File: src/rtl/ctrlreg_pkg.sv
package ctrlreg_pkg;

    parameter int unsigned DATA_W   = 32;
    parameter int unsigned CR_IDX_W = 4;
    localparam int unsigned BYTE_W  = 8;

    // Register numbers; 9..15 are unmapped
    typedef enum logic [CR_IDX_W-1:0] {
        CR_STATUS  = 4'd0,
        CR_COND    = 4'd1,
        CR_ISTACK  = 4'd2,
        CR_USTACK  = 4'd3,
        CR_SPARE0  = 4'd4,
        CR_SPARE1  = 4'd5,
        CR_RETPC   = 4'd6,
        CR_RETPC2  = 4'd7,
        CR_STATUS2 = 4'd8
    } cr_idx_e;

    localparam logic [CR_IDX_W-1:0] CR_LAST_MAPPED = CR_STATUS2;

    // Write request bundle
    typedef struct packed {
        logic                en;
        logic [CR_IDX_W-1:0] idx;
        logic [DATA_W-1:0]   data;
    } cr_wr_t;

    // Only the visible bits of the status bytes are stored
    typedef struct packed {
        logic [1:0] cur_hi;   // status bits 7:6, bit 7 is the stack mode
        logic [2:0] bkp_kept; // saved status bits 7,6,0
        logic       cond;     // condition flag
    } status_t;

    function automatic logic [2:0] keep_c1(input logic [BYTE_W-1:0] b);
        return {b[7], b[6], b[0]};
    endfunction

    function automatic logic [BYTE_W-1:0] expand_c1(input logic [2:0] k);
        return {k[2], k[1], 5'b0, k[0]};
    endfunction

endpackage

File: src/rtl/ctrlreg_status.sv
module ctrlreg_status
    import ctrlreg_pkg::*;
(
    input  logic    clk,
    input  logic    rst,
    input  cr_wr_t  wr,
    output status_t st_q,
    output logic [2:0] bk2_q
);

    always_ff @(posedge clk) begin
        if (rst) begin
            st_q  <= '0;
            bk2_q <= '0;
        end else if (wr.en) begin
            case (wr.idx)
                CR_STATUS: begin
                    st_q.cur_hi   <= wr.data[7:6];
                    st_q.bkp_kept <= keep_c1(wr.data[15:8]);
                    st_q.cond     <= wr.data[0];
                end
                CR_COND:    st_q.cond <= wr.data[0];
                CR_STATUS2: bk2_q     <= keep_c1(wr.data[7:0]);
                default: ;
            endcase
        end
    end

endmodule

File: src/rtl/ctrlreg_stack.sv
module ctrlreg_stack
    import ctrlreg_pkg::*;
(
    input  logic              clk,
    input  logic              rst,
    input  cr_wr_t            wr,
    input  logic              mode_q,
    input  logic              gpr_we,
    input  logic [DATA_W-1:0] gpr_data,
    output logic [DATA_W-1:0] live_q,
    output logic [DATA_W-1:0] ist_view,
    output logic [DATA_W-1:0] ust_view
);

    logic [DATA_W-1:0] ish_q;
    logic [DATA_W-1:0] ush_q;
    logic flip;
    logic wr_ist;
    logic wr_ust;
    logic ctrl_live;

    always_comb begin
        flip      = wr.en && (wr.idx == CR_STATUS) && (wr.data[7] != mode_q);
        wr_ist    = wr.en && (wr.idx == CR_ISTACK);
        wr_ust    = wr.en && (wr.idx == CR_USTACK);
        ctrl_live = (wr_ist && !mode_q) || (wr_ust && mode_q);
    end

    always_ff @(posedge clk) begin
        if (rst) begin
            live_q <= '0;
            ish_q  <= '0;
            ush_q  <= '0;
        end else if (flip) begin
            if (mode_q) begin
                ush_q  <= live_q;
                live_q <= ish_q;
            end else begin
                ish_q  <= live_q;
                live_q <= ush_q;
            end
        end else begin
            if (ctrl_live)
                live_q <= wr.data;
            else if (gpr_we)
                live_q <= gpr_data;
            if (wr_ist && mode_q)
                ish_q <= wr.data;
            if (wr_ust && !mode_q)
                ush_q <= wr.data;
        end
    end

    assign ist_view = mode_q ? ish_q  : live_q;
    assign ust_view = mode_q ? live_q : ush_q;

endmodule

File: src/rtl/ctrlreg_bank.sv
module ctrlreg_bank
    import ctrlreg_pkg::*;
#(
    parameter int unsigned N_WORDS  = 2,
    parameter int unsigned BASE_IDX = 4,
    parameter bit          HOLD_LSB = 1'b1
)(
    input  logic   clk,
    input  logic   rst,
    input  cr_wr_t wr,
    output logic [N_WORDS-1:0][DATA_W-1:0] words
);

    for (genvar g = 0; g < N_WORDS; g++) begin : g_word
        localparam logic [CR_IDX_W-1:0] MY_IDX = CR_IDX_W'(BASE_IDX + g);
        logic hit;
        assign hit = wr.en && (wr.idx == MY_IDX);

        if (HOLD_LSB) begin : g_full
            logic [DATA_W-1:0] q;
            always_ff @(posedge clk) begin
                if (rst)      q <= '0;
                else if (hit) q <= wr.data;
            end
            assign words[g] = q;
        end else begin : g_even
            logic [DATA_W-1:1] q;
            always_ff @(posedge clk) begin
                if (rst)      q <= '0;
                else if (hit) q <= wr.data[DATA_W-1:1];
            end
            assign words[g] = {q, 1'b0};
        end
    end

endmodule

File: src/rtl/ctrlreg_file.sv
module ctrlreg_file
    import ctrlreg_pkg::*;
(
    input  logic                clk,
    input  logic                rst,
    input  logic                wr_en,
    input  logic [CR_IDX_W-1:0] wr_idx,
    input  logic [DATA_W-1:0]   wr_data,
    input  logic [CR_IDX_W-1:0] rd_idx,
    output logic [DATA_W-1:0]   rd_data,
    input  logic                gpr_sp_we,
    input  logic [DATA_W-1:0]   gpr_sp_wdata,
    output logic [DATA_W-1:0]   sp_live
);

    cr_wr_t  wr;
    status_t st_q;
    logic [2:0] bk2_q;
    logic    mode_q;
    logic [DATA_W-1:0] ist_view;
    logic [DATA_W-1:0] ust_view;
    logic [1:0][DATA_W-1:0] spare_w;
    logic [1:0][DATA_W-1:0] retpc_w;

    assign wr     = '{en: wr_en, idx: wr_idx, data: wr_data};
    assign mode_q = st_q.cur_hi[1];

    ctrlreg_status u_status (
        .clk   (clk),
        .rst   (rst),
        .wr    (wr),
        .st_q  (st_q),
        .bk2_q (bk2_q)
    );

    ctrlreg_stack u_stack (
        .clk      (clk),
        .rst      (rst),
        .wr       (wr),
        .mode_q   (mode_q),
        .gpr_we   (gpr_sp_we),
        .gpr_data (gpr_sp_wdata),
        .live_q   (sp_live),
        .ist_view (ist_view),
        .ust_view (ust_view)
    );

    ctrlreg_bank #(.N_WORDS(2), .BASE_IDX(CR_SPARE0), .HOLD_LSB(1'b1)) u_spare (
        .clk   (clk),
        .rst   (rst),
        .wr    (wr),
        .words (spare_w)
    );

    ctrlreg_bank #(.N_WORDS(2), .BASE_IDX(CR_RETPC), .HOLD_LSB(1'b0)) u_retpc (
        .clk   (clk),
        .rst   (rst),
        .wr    (wr),
        .words (retpc_w)
    );

    always_comb begin
        rd_data = '0;
        case (rd_idx)
            CR_STATUS:  rd_data = DATA_W'({expand_c1(st_q.bkp_kept), st_q.cur_hi, 5'b0, st_q.cond});
            CR_COND:    rd_data = DATA_W'(st_q.cond);
            CR_ISTACK:  rd_data = ist_view;
            CR_USTACK:  rd_data = ust_view;
            CR_SPARE0:  rd_data = spare_w[0];
            CR_SPARE1:  rd_data = spare_w[1];
            CR_RETPC:   rd_data = retpc_w[0];
            CR_RETPC2:  rd_data = retpc_w[1];
            CR_STATUS2: rd_data = DATA_W'(expand_c1(bk2_q));
            default:    rd_data = '0;
        endcase
    end

endmodule

File: config.mk
export PLATFORM = sky130hd
export DESIGN_NAME = ctrlreg_file
export DESIGN_NICKNAME = d
export VERILOG_FILES = /design/src/rtl/ctrlreg_pkg.sv /design/src/rtl/ctrlreg_status.sv /design/src/rtl/ctrlreg_stack.sv /design/src/rtl/ctrlreg_bank.sv /design/src/rtl/ctrlreg_file.sv
export SDC_FILE = /design/constraint.sdc
export NUM_CORES = 1
export LEC_CHECK = 0
export BUFFER_PORTS_ARGS = -buffer_cell sky130_fd_sc_hd__buf_2
export CAP_MARGIN = 10
export CORE_AREA = 5 5 158 198
export DETAILED_ROUTE_END_ITERATION = 10
export DIE_AREA = 0 0 163 203
export GPL_TIMING_DRIVEN = 0
export PLACE_DENSITY = 0.62
export RECOVER_POWER = 100
export SYNTH_ARGS = -nofsm -noshare
export SYNTH_HDL_FRONTEND = slang
export SYNTH_SLANG_ARGS = --single-unit
export TNS_END_PERCENT = 5
File: constraint.sdc
create_clock -name clk -period 1.8 [get_ports clk]
set_clock_uncertainty 0.05 [all_clocks]
set_input_delay 0.36 -clock clk [delete_from_list [all_inputs] [get_ports clk]]
set_output_delay 0.36 -clock clk [all_outputs]
set_load 0.02 [all_outputs]
==> metrics.txt, run 1 <==
Most used DFF post-synth=dfxtp_1; fin area=14,400 um^2; global-route wire length before repair=between 70,000 and 80,000 um; fin cells=~2,200; sequential share of the synthesized area=40.3%; num rows=70; DR DRC count=0; Final #Nets=1,821; footprint of the multi-input gates=around 6600 um^2; Vias=about 13,000; CP Launch Type=flip-flop; ys async rst share=0%; syn nets=about 1,700; Cell Int Power=between 9 and 10 mW; Placed Instances=around 2,100; Pleak=roughly 5.3 nW; Vias/cell=between 5 and 6; GRT Resource Usage Total=between 20 and 30%; clock group share of total power=between 40% and 50%; Syn Area/Cell=around 7.3 um^2; CTS buffer count=26; Area after DPL=~13,000 um^2; combinational fraction of design power=10.2%; share of layout cells above drive strength 1=a little under a fifth; main area contributors after synthesis=dfxtp_1 40%, nand2_1 16%, a21oi_1 7.3%, a311oi_1 7.1%, a22oi_1 5.8%; WL/cell=~24 um; crit path DAT=about 2.2 ns; Area Overhead vs Synth=25.2%; Pwr per Cell Area=~860 nW/um^2; GR Overflow Total=0; Commonest cells post-synth=488 x nand2_1, 231 x dfxtp_1, 168 x a21oi_1; H-tree levels=1; critical path's top delay family=buffers and inverters; switching portion of total power=a little over a quarter; RePlAce Congestion=roughly 0.96; CP Max Fanout=10; Reg power frac=43.4%; Clock transition at path regs=approximately 0.060 ns; port bufs=130; Max Cap Viol=0; maximum clock path buffer count=3; CORE AREA=slightly below 30,000 um^2; CTS tree=yes; post-layout util=roughly half; initial core utilization=approximately two fifths; gate count of the mapped netlist=roughly 1,600; top-count cell post-synth=nand2_1; outcome=finished, violations left; Slew headroom=between 30% and 40%; # IOs=between 100 and 150; CTS Sinks=231; final hold vios=0; minimum clock period=between 2 and 3 ns; CTS Hold Bufs=0; maximum VDD drop=about 640 uV; Slew Limit Fails=0; unrepaired setup endpoints after global routing=true; largest area contributor in the netlist=dfxtp_1; ANT nets after route=0; critical path class=reg2out; synthesized area=between 10,000 and 15,000 um^2; Final setup viols=between 150 and 200; crit path capture type=primary output; Max Clock Freq=slightly below 400 MHz; worst slew pin tran=between 0.9 and 1 ns; number of synthesized flops with an enable pin=0; Clock Latency Late Sink=0.53 ns; Ys Warns=0; period utilisation layout=143%; Worst Hold Class=in2reg; vias in the first global route=12,400; crit-path max cell delay=0.39 ns; Buf+Inv Stages, Crit Path=3; switching power=3.26 mW; # fillers=roughly 3,000; hpwl dp=about 35,000 um; 1st-iter DRT viols=roughly 1,300; post-synth top area share=between 40% and 50%; Yosys reg bits=about 230; failing checks=negative setup slack; Setup WS post-layout=-0.769 ns; die area=roughly 33,000 um^2; Crit-path slowest cell=dfxtp_4; CP required=~1.4 ns; post-synth cell types=44; die height=around 200 um; Root Buffer=clkbuf_16; 1st-pass router iterations=7; largest net degree at the start of global routing=14; total wire length after detailed routing=between 50,000 and 60,000 um; register cell area after layout=between 4000 and 5000 um^2; setup slack after placement=-1.11 ns; die extent in x=roughly 160 um; antenna violations before repair=2; cell breakdown of the critical path=buf_6, clkbuf_4, nand2b_1, nand2_1, a22oi_1, nand3_1, buf_2; Final Power=between 10 and 15 mW
==> placed cells by master (no fill, tap or decap), types with 19 or more instances in the layout <==
cell,count
a311oi_1,78
nand2_1,483
clkbuf_1,92
nand2b_1,35
a22oi_1,69
a22oi_2,19
buf_2,110
buf_4,27
nand3_1,19
mux2i_1,38
dfxtp_1,230
clkbuf_16,29
inv_1,34
o21ai_0,42
clkbuf_2,29
nor2_1,71
a21oi_1,168
or3_1,33
==> worst min-delay path, delay by kind of cell <==
kind | cells | cell delay, ns
AO/OA/AOI/OAI | 1 | 0.05
buffers and inverters | 1 | 0.14
AND/OR/NAND/NOR | 1 | 0.07
==> timing repair <==
item | CTS | global route
cloned | 1 | 0
setup endpoints to repair | 189 | 169
resized for setup | 141 | 74
pin swaps | 13 | 24
setup buffers | 9 | 1
==> layer usage <==
metal  wire length, um  vias up  part of all wire, %  GRT usage, %
met5                19        -                0.037             0
met1             19100     5966                   37          36.6
li1                  -     5834                    -             -
met4              3400        2                  6.6          17.1
met3              5290      199                   10          5.50
met2             23800      829                   46          48.4
==> per-stage QoR <==
step                      hold WS (ns)  setup TNS (ns)
after global placement           0.391         -149.68
final                           0.0794          -33.77
after CTS                       0.0740          -23.23
after global routing            0.0912          -41.75
after floorplan                  0.383           -1.41
after detailed placement         0.397         -155.87
==> path summary, 6_finish.rpt <==
| check | start | endpoint | slack [ns] | depth (start not counted) |
|---|---|---|---|---|
| worst max-delay path | u_status.st_q[5] | rd_data[31] | -0.77 | 7 |
| worst min-delay path | wr_data[26] | u_spare.g_word[1].g_full.q[26] | 0.08 | 3 |
| worst max register to register | u_status.st_q[5] | u_stack.ush_q[19] | -0.17 | 7 |
| worst min register to register | u_retpc.g_word[0].g_even.q[13] | u_retpc.g_word[0].g_even.q[13] | 0.41 | 2 |
==> power groups by stage <==
stage	sequential, mW	clock (mW)	combinational [mW]
after global routing	5.35	5.92	1.33
after global placement	5.44	0	1.15
after floorplan	5.48	0	0.589
after CTS	5.33	5.72	1.22
after detailed placement	5.45	0	1.17
final	5.34	5.71	1.26
==> sequential cells by signal, summed over array words and instances, names as in the netlist <==
register,cells
u_stack.ish_q,32
u_retpc.g_word.g_even.q,62
u_status.st_q,6
u_stack.ush_q,32
u_spare.g_word.g_full.q,64
u_status.bk2_q,3
u_stack.live_q,32
==> final cells by class <==
class / instances / share of cell area [%]
Multi-Input combinational cell: 1164 / 45.7
Tap cell: 396 / 3.45
Clock inverter: 11 / 0.940
Buffer: 147 / 6.36
Inverter: 34 / 0.888
Clock buffer: 36 / 5.42
Sequential cell: 231 / 32.2
Antenna cell: 1 / 0.0174
Timing Repair Buffer: 141 / 5.02
==> kinds of logic (layout without fill, tap and decap cells) <==
family                    after synthesis  in the layout  synth area share (%)
and+or+nand+nor                       692            692                  25.3
AOI/OAI and AO/OA                     430            430                  24.1
DFF                                   231            231                  40.3
buffers and inverters                 181            369                  6.60
muxes                                  40             40                  3.50
xor gates and xnor gates                2              2                 0.153
other                                   0              1                     0
No activity file was read; power rests on OpenSTA's default activity.
==> run 2: changes to the inputs <==
- PLACE_DENSITY: 0.62 -> 0.6
- clock period: 1.8 -> 2.4 ns (I/O delays scaled with it)
==> metrics.txt, run 2 (same netlist as run 1, synthesis figures left out) <==
maximum clock path buffer count=3 (unchanged); CP Max Fanout=8 (-2); fin cells=2,165 (+0.19%); CTS buffer count=26 (unchanged); Pleak=5.16 nW (-2.1%); outcome=finished, violations left; critical path class=reg2out; WL/cell=22.5 um (-5.6%); crit path capture type=primary output; 1st-pass router iterations=6 (-1); 1st-iter DRT viols=1,144 (-15%); failing checks=negative setup slack; Crit-path slowest cell=dfxtp_4; vias in the first global route=12,100 (-2.2%); port bufs=130 (unchanged); CP Depth=8 (+1); CP Launch Type=flip-flop; cell breakdown of the critical path=buf_6, buf_12, buf_12, mux2i_4, nor3_2, a41oi_1, o211ai_1, buf_4; die area=33,100 um^2 (unchanged); Top reg by flops=u_spare.g_word.g_full.q; Critical Path Source=u_status.st_q[5]; Pwr per Cell Area=639 nW/um^2 (-25%); maximum VDD drop=434 uV (-32%); biggest regs=u_spare.g_word.g_full.q x64, u_retpc.g_word.g_even.q x62; crit-path max cell delay=0.35 ns (-0.04 ns); CORE AREA=29,100 um^2 (unchanged); Worst Hold Class=in2reg; Max Clock Freq=approximately 360 MHz; unrepaired setup endpoints after global routing=true; Max Cap Viol=0 (unchanged); num rows=70 (unchanged); Final setup viols=46 (-72%); largest net degree at the start of global routing=13 (-1); final hold vios=0 (unchanged); Clock Latency Late Sink=0.54 ns (about the same); Final #Nets=1,827 (+0.33%); GRT Resource Usage Total=28.1% (-1.6 points); worst slew pin tran=0.872 ns (-0.0797 ns); # IOs=140 (unchanged); cell mode on critical path=buf_12; Root Buffer=clkbuf_16; Reg2Reg Launch Point=u_status.st_q[5]; initial core utilization=39.5% (unchanged); total wire length after detailed routing=48,800 um (-5.5%); fin area=14,300 um^2 (-0.71%); period utilisation layout=114%; antenna violations before repair=2 (unchanged); # fillers=2,986 (+1.8%); critical path's top delay family=buffers and inverters; Vias/cell=5.88 (-1.0%); GR Overflow Total=0 (unchanged); Vias=12,700 (-0.85%); global-route wire length before repair=72,000 um (-4.0%); CP required=1.87 ns (+0.48 ns); Placed Instances=2,102 (unchanged); die extent in x=163 um (unchanged); most common cell after layout, fill and taps aside=nand2_1; ANT nets after route=0 (unchanged); CTS Hold Bufs=0 (unchanged); share of layout cells above drive strength 1=16.8% (-1.5 points); Worst Setup EP=rd_data[6]; reg2reg setup slack=0.11 ns (+0.28 ns); most frequent cells in the layout=472 x nand2_1, 230 x dfxtp_1, 168 x a21oi_1; hpwl dp=35,200 um (+0.93%); Buf+Inv Stages, Crit Path=4 (+1); Area Overhead vs Synth=24.3%; Setup WS post-layout=-0.347 ns (+0.422 ns); Slew headroom=41.4% (+5.4 points); reg2reg end=u_stack.live_q[0]; die height=203 um (unchanged); crit path DAT=2.22 ns (+0.06 ns); Hold Startpoint=wr_data[27]; max reg flops=64 (unchanged); DR DRC count=0 (unchanged); Area after DPL=12,600 um^2 (-0.90%); R2R cell count=8 (+1); RePlAce Congestion=0.936 (-2.1%); minimum clock period=about 2.7 ns; CTS Sinks=231 (unchanged); H-tree levels=1 (unchanged); Slew Limit Fails=0 (unchanged); Clock transition at path regs=0.06 ns (about the same); CTS tree=yes
## run 2: cell count changes in the layout (fill, tap and decap cells not counted), sizes merged
cell      change
clkbuf        +9
clkinv        -5
buf           +3
clkinvlp      -2
bufinv        -1
## run 2: final cells by class
cell class / instances / area (um^2) / share of cell area (%)
buffer: 147 / 830 / 5.81
timing repair buffer: 147 / 813 / 5.70
clock inverter: 3 / 65.1 / 0.456
clock buffer: 42 / 812 / 5.69
tap: 396 / 495 / 3.47
sequential: 231 / 4630 / 32.4
inverter: 34 / 128 / 0.895
multi-input combinational: 1164 / 6490 / 45.5
antenna: 1 / 2.50 / 0.0175
## run 2: power by group
group	total, mW	internal, mW	switching, mW
Clock	4.17	2.50	1.67
Sequential	4.00	3.92	0.0814
Combinational	0.945	0.284	0.661
Total	9.12	6.71	2.41
## run 2: worst register-to-register path, delay by kind of cell, from the launching register on
| family | cells | cell delay (ns) |
|---|---|---|
| AO/OA/AOI/OAI | 1 | 0.20 |
| AND/OR/NAND/NOR | 1 | 0.17 |
| XOR/XNOR | 1 | 0.18 |
| buffers and inverters | 5 | 1.20 |
| flip-flops | 1 | 0.35 |
## run 2: layer usage
layer / global-route usage (%) / vias to the layer above / wire, um
met4: 18.1 / 0 / 3780
li1: - / 5831 / -
met2: 45.0 / 723 / 21600
met3: 4.06 / 182 / 4330
met5: 0 / - / 0
met1: 35.2 / 5985 / 19000
## run 2: timing repair
action,4_1_cts,5_1_grt
pin swaps,13,9
setup buffers,9,6
cloned,1,1
gates resized for setup,165,37
endpoints found under the setup margin,33,52
## run 2: worst min-delay path by stage
stage,end,slack [ns],cells past startpoint
floorplan,u_retpc.g_word[1].g_even.q[7],0.38,2
global placement,u_spare.g_word[1].g_full.q[17],0.39,2
detailed placement,u_retpc.g_word[1].g_even.q[7],0.40,2
CTS,u_retpc.g_word[0].g_even.q[27],0.22,3
global route,u_spare.g_word[1].g_full.q[27],0.22,3
finish,u_retpc.g_word[1].g_even.q[27],0.23,3
## run 2: metrics by stage
step	worst slack [ns]	hold WS [ns]	TNS [ns]	power (mW)	utilization (%)
2_1_floorplan	0.105	0.383	0	4.54	-
3_3_place_gp	-0.675	0.391	-26.91	4.95	43.4
3_5_place_dp	-0.668	0.397	-28.17	4.96	43.4
4_1_cts	-0.265	0.222	-6.64	9.12	48.4
5_1_grt	-0.417	0.223	-10.05	9.36	49.1
6_report	-0.347	0.235	-8.22	9.12	49.1
==> run 3: changes to the inputs <==
- MAX_ROUTING_LAYER: unset -> met4
==> metrics.txt, run 3 (same netlist as run 1, synthesis figures left out) <==
cell breakdown of the critical path=buf_6, clkbuf_4, nand2b_1, nand2_1, a22oi_1, nand3_1, buf_2; Vias=12,700 (-0.42%); final hold vios=0 (unchanged); Placed Instances=2,102 (unchanged); maximum VDD drop=589 uV (+36%); CTS tree=yes; Final #Nets=1,819 (-0.44%); most common cell after layout, fill and taps aside=nand2_1; CP required=1.87 ns (about the same); biggest regs=u_spare.g_word.g_full.q x64, u_retpc.g_word.g_even.q x62; ANT nets after route=0 (unchanged); period utilisation layout=114% (-0.81 points); GRT Resource Usage Total=29.0% (+0.93 points); fin cells=2,159 (-0.28%); worst slew pin tran=0.987 ns (+0.115 ns); CORE AREA=29,100 um^2 (unchanged); critical path class=reg2out; WL/cell=22.7 um (+0.67%); Slew headroom=33.7% (-7.7 points); fin area=14,100 um^2 (-1.1%); Final setup viols=60 (+30%); largest net degree at the start of global routing=14 (+1); initial core utilization=39.5% (unchanged); failing checks=negative setup slack; crit path capture type=primary output; minimum clock period=2.73 ns (-0.0194 ns); maximum clock path buffer count=3 (unchanged); setup slack after placement=-0.662 ns (+0.00647 ns); DR DRC count=0 (unchanged); hpwl dp=35,300 um (+0.10%); port bufs=130 (unchanged); max reg flops=64 (unchanged); CP Launch Type=flip-flop; 1st-pass router iterations=9 (+3); Pwr per Cell Area=617 nW/um^2 (-3.4%); global-route wire length before repair=72,200 um (+0.21%); CTS Sinks=231 (unchanged); Crit-path slowest cell=dfxtp_4; die height=203 um (unchanged); Slew Limit Fails=0 (unchanged); Area after DPL=12,600 um^2 (unchanged); Root Buffer=clkbuf_16; CP Max Fanout=10 (+2); total wire length after detailed routing=49,000 um (+0.39%); vias in the first global route=12,100 (-0.39%); Setup WS post-layout=-0.328 ns (+0.0193 ns); Pleak=5.08 nW (-1.4%); Clock Latency Late Sink=0.54 ns (about the same); RePlAce Congestion=0.961 (+2.7%); H-tree levels=1 (unchanged); # IOs=140 (unchanged); Vias/cell=5.87 (-0.15%); 1st-iter DRT viols=1,276 (+12%); Worst Hold Class=in2reg; die area=33,100 um^2 (unchanged); crit-path max cell delay=0.37 ns (+0.02 ns); Max Clock Freq=367 MHz (+0.71%); antenna violations before repair=2 (unchanged); num rows=70 (unchanged); die extent in x=163 um (unchanged); unrepaired setup endpoints after global routing=true; outcome=finished, violations left; Max Cap Viol=0 (unchanged); share of layout cells above drive strength 1=17.3% (+0.45 points); CTS buffer count=25 (-3.8%); Area Overhead vs Synth=22.9%; most frequent cells in the layout=466 x nand2_1, 230 x dfxtp_1, 168 x a21oi_1; Clock transition at path regs=0.07 ns (about the same); crit path DAT=2.20 ns (-0.02 ns); Top reg by flops=u_spare.g_word.g_full.q; GR Overflow Total=0 (unchanged)
-- run 3: power breakdown --
part	internal [mW]	switching, mW	total (mW)	leakage [nW]
Clock	2.08	1.69	3.76	0.387
Combinational	0.283	0.665	0.948	2.82
Sequential	3.92	0.0811	4.00	1.87
Total	6.28	2.43	8.71	5.08
-- run 3: final timing paths --
kind	start	cells past startpoint	to	slack [ns]
max	u_status.st_q[5]	7	rd_data[18]	-0.33
min	wr_data[30]	3	u_retpc.g_word[1].g_even.q[30]	0.22
max reg2reg	u_status.st_q[5]	6	u_stack.live_q[31]	0.16
min reg2reg	u_spare.g_word[1].g_full.q[20]	2	u_spare.g_word[1].g_full.q[20]	0.40
-- run 3: routing by layer --
layer  part of all wire (%)  global-route usage (%)  up-vias  routed length, um
met5                      0                       -        -                  0
met4                    7.1                    18.3        0               3490
met3                    7.7                    3.86      164               3790
met2                     46                    44.9      661              22600
met1                     39                    35.7     6018              19200
li1                       -                       -     5824                  -
-- run 3: final cells by class --
class / instances / area, um^2
diodes: 1 / 2.50
repair buffers: 140 / 748
plain buffers: 147 / 821
multi-input cells: 1164 / 6520
clock buffers: 36 / 717
clock inverters: 10 / 56.3
well taps: 396 / 495
flip-flops and latches: 231 / 4630
inverters: 34 / 128
fillers: 3066 / 15000
-- run 3: through the flow --
stage	TNS (ns)	total power [mW]	hold WS, ns	util, %
2_1_floorplan	0	4.54	0.383	-
3_3_place_gp	-26.69	4.95	0.391	43.4
3_5_place_dp	-28.81	4.96	0.397	43.4
4_1_cts	-7.13	8.69	0.205	47.9
5_1_grt	-12.13	8.94	0.227	48.5
6_report	-8.37	8.71	0.224	48.5
-- run 3: worst max-delay path, delay by kind of cell, from the launching register on --
kind            cells  cell delay [ns]
compound gates      1             0.18
buf+inv             3             0.60
flops               1             0.37
simple gates        3             0.50
-- run 3: repair_timing --
action | in CTS | in global routing
pin swaps | 17 | 12
setup buffers | 6 | 2
resized for setup | 163 | 54
cloned | 2 | 0
endpoints found under the setup margin | 32 | 63
hold buffers | 0 | 0
